[src/rtl/mac_accum.sv]
module mac_accum #(
  parameter int W  = 32,
  parameter int IW = 16
) (
  input  logic           clk,
  input  logic           rst,
  input  logic           cmd_valid,
  input  logic [1:0]     cmd_op,
  input  logic [W-1:0]   op_a,
  input  logic [W-1:0]   op_b,
  input  logic [IW-1:0]  imm,
  output logic [W-1:0]   rd_data,
  output logic [2*W-1:0] acc_out
);
  localparam int AW = 2 * W;
  localparam logic [1:0] OP_MADD = 2'd0;
  localparam logic [1:0] OP_MSUB = 2'd1;
  localparam logic [1:0] OP_IMAD = 2'd2;
  localparam logic [1:0] OP_RDCL = 2'd3;

  logic [W-1:0]  acc_hi, acc_lo;
  logic [W-1:0]  mul_b, prod_w;
  logic [AW-1:0] acc_cur, prod_x, acc_nxt;

  assign mul_b   = (cmd_op == OP_IMAD) ? {{(W-IW){imm[IW-1]}}, imm} : op_b;
  assign prod_w  = op_a * mul_b;
  assign prod_x  = {{W{prod_w[W-1]}}, prod_w};
  assign acc_cur = {acc_hi, acc_lo};

  always_comb begin
    unique case (cmd_op)
      OP_MADD, OP_IMAD: acc_nxt = acc_cur + prod_x;
      OP_MSUB:          acc_nxt = acc_cur - prod_x;
      default:          acc_nxt = '0;
    endcase
  end

  always_ff @(posedge clk) begin
    if (rst) begin
      acc_hi  <= '0;
      acc_lo  <= '0;
      rd_data <= '0;
    end else if (cmd_valid) begin
      acc_hi <= acc_nxt[AW-1:W];
      acc_lo <= acc_nxt[W-1:0];
      if (cmd_op == OP_RDCL) rd_data <= acc_lo;
    end
  end

  assign acc_out = acc_cur;
endmodule

[config.mk]
export PLATFORM = sky130hd
export DESIGN_NAME = mac_accum
export DESIGN_NICKNAME = d
export VERILOG_FILES = /design/src/rtl/mac_accum.sv
export SDC_FILE = /design/constraint.sdc
export NUM_CORES = 2
export LEC_CHECK = 0
export BUFFER_PORTS_ARGS = -buffer_cell sky130_fd_sc_hd__clkbuf_2
export CAP_MARGIN = 20
export CELL_PAD_IN_SITES_DETAIL_PLACEMENT = 0
export CELL_PAD_IN_SITES_GLOBAL_PLACEMENT = 1
export CORE_MARGIN = 2
export CORE_UTILIZATION = 44
export CTS_CLUSTER_DIAMETER = 80
export DETAILED_ROUTE_END_ITERATION = 12
export MAX_ROUTING_LAYER = met4
export PLACE_DENSITY_LB_ADDON = 0.1
export SLEW_MARGIN = 20
export SYNTH_ARGS = -nofsm -noshare
export SYNTH_HDL_FRONTEND = slang
export SYNTH_SLANG_ARGS = --single-unit
export TNS_END_PERCENT = 1
[constraint.sdc]
create_clock -name clk -period 12.21 [get_ports clk]
set_input_delay 2.442 -clock clk [delete_from_list [all_inputs] [get_ports clk]]
set_output_delay 2.442 -clock clk [all_outputs]
set_load 0.02 [all_outputs]
Yosys cells after proc, flatten, opt, wreduce, memory -nomap -nowiden
Cells that the tools add are included.
{"block": "totals", "register_bits": 96, "elab_cells": 14, "inputBits": 85, "output_inout_bits": 96}
{"block": "op_classes", "mux": 2, "reduce_logical": 3, "mul": 1, "addsub": 2, "n_eq_ne": 3}
{"operator": "$pmux W64 S2", "count": 1}
{"operator": "$add A64 B64 Y64", "count": 1}
{"operator": "$sub A64 B64 Y64", "count": 1}
{"operator": "$mul A32 B32 Y32", "count": 1}
{"operator": "$mux W32", "count": 1}
{"operator": "$eq A2 B2 Y1 const B", "count": 2}
{"operator": "$eq A2 B1 Y1 const B", "count": 1}
{"operator": "$logic_not A2 Y1", "count": 1}
{"operator": "$reduce_and A2 Y1", "count": 1}
{"operator": "$reduce_or A2 Y1", "count": 1}

Depth between registers and ports, before layout
{"block": "logic_depth", "ltp_word": 5, "depth_mapped": 53, "ltp_nobuf": 45}

Least setup slack after synthesis
Ideal clock, no wire load.
{"block": "synth_timing", "kind": "input to register", "start": "in cmd_op[0]", "end": "reg acc_hi[24]", "arrival_ps": 13143, "setup_ps": 117, "path_slack_ps": -1050, "required_time_ps": 12093, "path_buffers": 7, "path_stages": 49, "path_cell_list": "buf_6 -> nor2b_4 -> buf_6 -> mux2_4 -> clkbuf_1 -> clkbuf_1 -> and2_1 -> fa_1 -> inv_1 -> fa_1 -> fa_1 -> fa_1 -> inv_1 -> fa_1 -> inv_1 -> fa_1 -> inv_1 -> fa_1 -> [... 13 more ...] -> buf_2 -> ha_1 -> nand2_1 -> nand2_1 -> ha_1 -> clkbuf_1 -> a21o_1 -> a21o_1 -> a21o_1 -> a21oi_1 -> o21ai_0 -> a21o_1 -> a41oi_1 -> o21ai_0 -> a21o_1 -> o31a_1 -> xor2_1 -> a22o_1"}
{"block": "synth_via", "elab_chain_len": 5, "word_cells_on_any_way": 9}
{"element": "start, declared", "line_no": "8", "text": "input logic [1:0] cmd_op,"}
{"element": "$eq A2 B2 Y1", "line_no": "25, 31"}
{"element": "$mux W32", "line_no": "25", "text": "assign mul_b = (cmd_op == OP_IMAD) ? {{(W-IW){imm[IW-1]}}, imm} : op_b;"}
{"element": "$mul A32 B32 Y32", "line_no": "26", "text": "assign prod_w = op_a * mul_b;"}
{"element": "$sub A64 B64 Y64 / $add A64 B64 Y64 (equally long branches)", "line_no": "33, 32"}
{"element": "$pmux W64 S2 (*)", "line_no": "31", "text": "unique case (cmd_op)"}
{"element": "end signal, assigned", "line_no": "44", "text": "acc_hi <= acc_nxt[AW-1:W];"}
{"element": "end, declared", "line_no": "21", "text": "logic [W-1:0] acc_hi, acc_lo;"}
Every way passes the cells marked *; elsewhere a longest branch is shown, timed or not.
A chain may end at the register's enable or synchronous reset.

Worst setup path after layout
{"block": "layout_timing", "start": "in cmd_op[1]", "end": "reg acc_hi[24]"}
Same word-level chain as after synthesis.

==> flow_summary_export.csv <==
group,metric,value,unit
outcome,status,"complete, but fails checks",
outcome,violations,"setup timing",
final_layout,layout_commonest_cell,"buf_4",
worst_setup_path,r2r_end,"acc_hi[12]$_SDFFE_PP0P_",
sta,slew_viol_final,0,
grt,gr-usage-met2,47.6,%
job,max-cap-violations,0,
floorplanning,die-area,56300,um^2
placement,gp_congestion,0.945,
cts,cts_buffer_depth,2,
routing,dr.pass1.iters,8,
final_layout,fin_util,55.5,%
synthesis,ys_async_sr_fraction,0,%
routing,routed_via_density,5.19,
min_path,min_path_cells,2,
routing,wl,76900,um
min_path,hp-class,"reg2reg",
routing,wl_per_cell,18.8,um
cts,cts_sinks,96,
synthesis,yosys_warnings,0,
grt,grt_pass1_vias,22400,
cts,cts-root-buf,"clkbuf_16",
floorplanning,ios,181,
synthesis,synth_edf_count,0,
synthesis,syn-cell-area,24000,um^2
routing,num_vias,21300,
min_path,min-delay-start,"rd_data[24]$_SDFFE_PP0P_",
synthesis,synthCells,2861,
cts,clock_latency,0.36,ns
final_layout,final_cell_mix,"447 x buf_4, 417 x inv_1, 397 x fa_1",
worst_setup_path,rrSetupSlack,8.21,ns
grt,use_met3,3.21,%
worst_setup_path,crit_top_cell,"fa_1",
grt,grt_max_degree,82,
routing,ant_nets,0,
floorplanning,initial_core_util,44.5,%
worst_setup_path,cp.arrival,12.67,ns
sta,grt_setup_unrepaired,"true",
synthesis,ys_seq_elements,96,
sta,fin_skew,0.00811,ns
floorplanning,die_h,237,um
grt,grt_pass1_wl,122000,um
final_layout,syn2layout_area_growth,24.7,%
floorplanning,coreArea,53800,um^2
min_path,hold_end,"rd_data[24]$_SDFFE_PP0P_",
synthesis,ys_types,75,
worst_setup_path,slowest_delay,0.57,ns
placement,dpl.hpwl,66400,um
final_layout,drive_above_1_share,23.4,%
worst_setup_path,rr_startpoint,"acc_lo[0]$_SDFFE_PP0P_",
grt,use_met1,37.1,%
worst_setup_path,cp-start-kind,"input port",
final_layout,final_cells,4092,
placement,dp_cells,4048,
cts,holdBufCountCts,0,
sta,setup_viol,14,
sta,tightest_slew,1.00,ns
synthesis,synth_flop_cell,"dfxtp_1",
synthesis,syn-num-nets,3543,
sta,fin_ws,-0.201,ns
sta,fmax,80.6,MHz
placement,place.port_buffers,180,
sta,final_hold_viol_count,0,
worst_setup_path,crit_path_end_kind,"flip-flop",
worst_setup_path,worst-path-max-fanout,6,
placement,pre_cts_ws,-1.15,ns
sta,tns,-1.25,ns
cts,cts.clk_slew.worst_paths,0.08,ns
floorplanning,num_rows,85,
routing,drtIter0Drc,1150,
synthesis,synth-seq-area-share,8.02,%
worst_setup_path,path_class,"in2reg",
synthesis,avgSynthCellArea,8.38,um^2
worst_setup_path,r2r_cells,17,
sta,fin_crit_sh,102,%
grt,track_usage,28.6,%
cts,cts_buffers,9,
grt,antenna_found_initial,5,
cts,tritoncts,"yes",
final_layout,fin_nets,4069,
sta,max-slew-margin-rel,33.3,%
routing,drcViolationCount,0,
worst_setup_path,slowest_stage,"fa_1",
floorplanning,die_x,237,um
worst_setup_path,cp_data_required_time,12.47,ns
grt,busiest_layer,"met2",
cts,htreeDepth,3,
grt,grt-ovfl-total,0,
sta,fin_crit,12.41,ns
==> worst max-delay path by stage <==
stage               from                      end  slack (ns)  cells after the start
3_3_place_gp   cmd_op[1]  acc_hi[25]$_SDFFE_PP0P_       -1.07                     44
6_report       cmd_op[1]  acc_hi[24]$_SDFFE_PP0P_       -0.20                     47
5_1_grt        cmd_op[1]  acc_hi[24]$_SDFFE_PP0P_       -0.62                     52
3_5_place_dp   cmd_op[1]  acc_hi[27]$_SDFFE_PP0P_       -1.15                     44
2_1_floorplan  cmd_op[0]  acc_hi[24]$_SDFFE_PP0P_       -0.58                     49
4_1_cts        cmd_op[1]  acc_hi[24]$_SDFFE_PP0P_       -0.19                     47
==> cell usage after synthesis, drive strengths merged (3+ instances only) <==
cell	count	area share (%)
a211o	7	0.26
a211oi	7	0.22
a21boi	4	0.13
a21o	49	1.5
a21oi	176	3.7
a221o	4	0.17
a22o	14	0.51
a22oi	48	1.5
a31oi	21	0.55
a41oi	3	0.11
and2	227	5.9
and3	9	0.23
buf	19	0.58
clkbuf	128	2.0
dfxtp	96	8.0
fa	409	34
ha	188	9.8
inv	420	6.6
mux2	12	0.64
nand2	403	6.3
nand2b	20	0.52
nand3	20	0.42
nand3b	3	0.094
nand4	12	0.31
nor2	156	2.4
nor2b	62	1.6
nor3	14	0.33
nor4	7	0.18
o211ai	9	0.28
o21a	15	0.47
o21ai	52	1.1
o21bai	25	0.78
o22ai	3	0.078
o2bb2ai	9	0.33
o31a	4	0.15
o31ai	16	0.52
or2	4	0.10
or3	5	0.13
xnor2	106	3.9
xnor3	7	0.66
xor2	41	1.5
==> flip-flops by register name, summed over array words and instances (netlist names) <==
register  cells
rd_data      32
acc_hi       32
acc_lo       32
==> routing by layer <==
layer | share of wire, % | wire length (um)
met3 | 4.9 | 3780
met2 | 48 | 36800
met4 | 2.8 | 2180
met1 | 44 | 34000
met5 | 0 | 0
==> timing repair <==
| action | in CTS | in global routing |
|---|---|---|
| pin swaps | 67 | 28 |
| resized for setup | 83 | 36 |
| endpoints found under the setup margin | 33 | 34 |
| cloned | 1 | 0 |
| buffers inserted | 21 | 2 |
==> through the flow <==
| stage | instance area (um^2) | hold WS, ns |
|---|---|---|
| floorplan | 24100 | 0.535 |
| global placement | 28800 | 0.441 |
| detailed placement | 28800 | 0.446 |
| CTS | 29700 | 0.458 |
| global route | 29900 | 0.474 |
| finish | 29900 | 0.455 |
==> logic make-up after synthesis <==
family | Yosys count | synth area share (%)
AOI/OAI and AO/OA | 484 | 13.1
xor gates and xnor gates | 154 | 6.10
adders and majority gates | 597 | 44.0
buffers and inverters | 567 | 9.16
DFF | 96 | 8.02
muxes | 14 | 0.726
and+or+nand+nor | 949 | 19.0
==> layout make-up <==
cell class / instances / area, um^2
clock inverters: 7 / 72.6
clock buffers: 9 / 225
well taps: 696 / 871
multi-input cells: 2199 / 20400
flip-flops and latches: 96 / 1920
inverters: 420 / 1580
fillers: 5117 / 23900
repair buffers: 661 / 4850
diodes: 4 / 10.0
==> worst max-delay path: cells and delay by family <==
kind	cells	cell delay, ns
fa+ha+maj	11	4.71
xor+xnor	2	0.30
mux	1	0.33
simple gates	7	0.96
buf+inv	11	1.15
compound gates	15	2.78
Power is not shown: default switching activity piles up to over one toggle a cycle in this logic, so the estimate is an artifact.
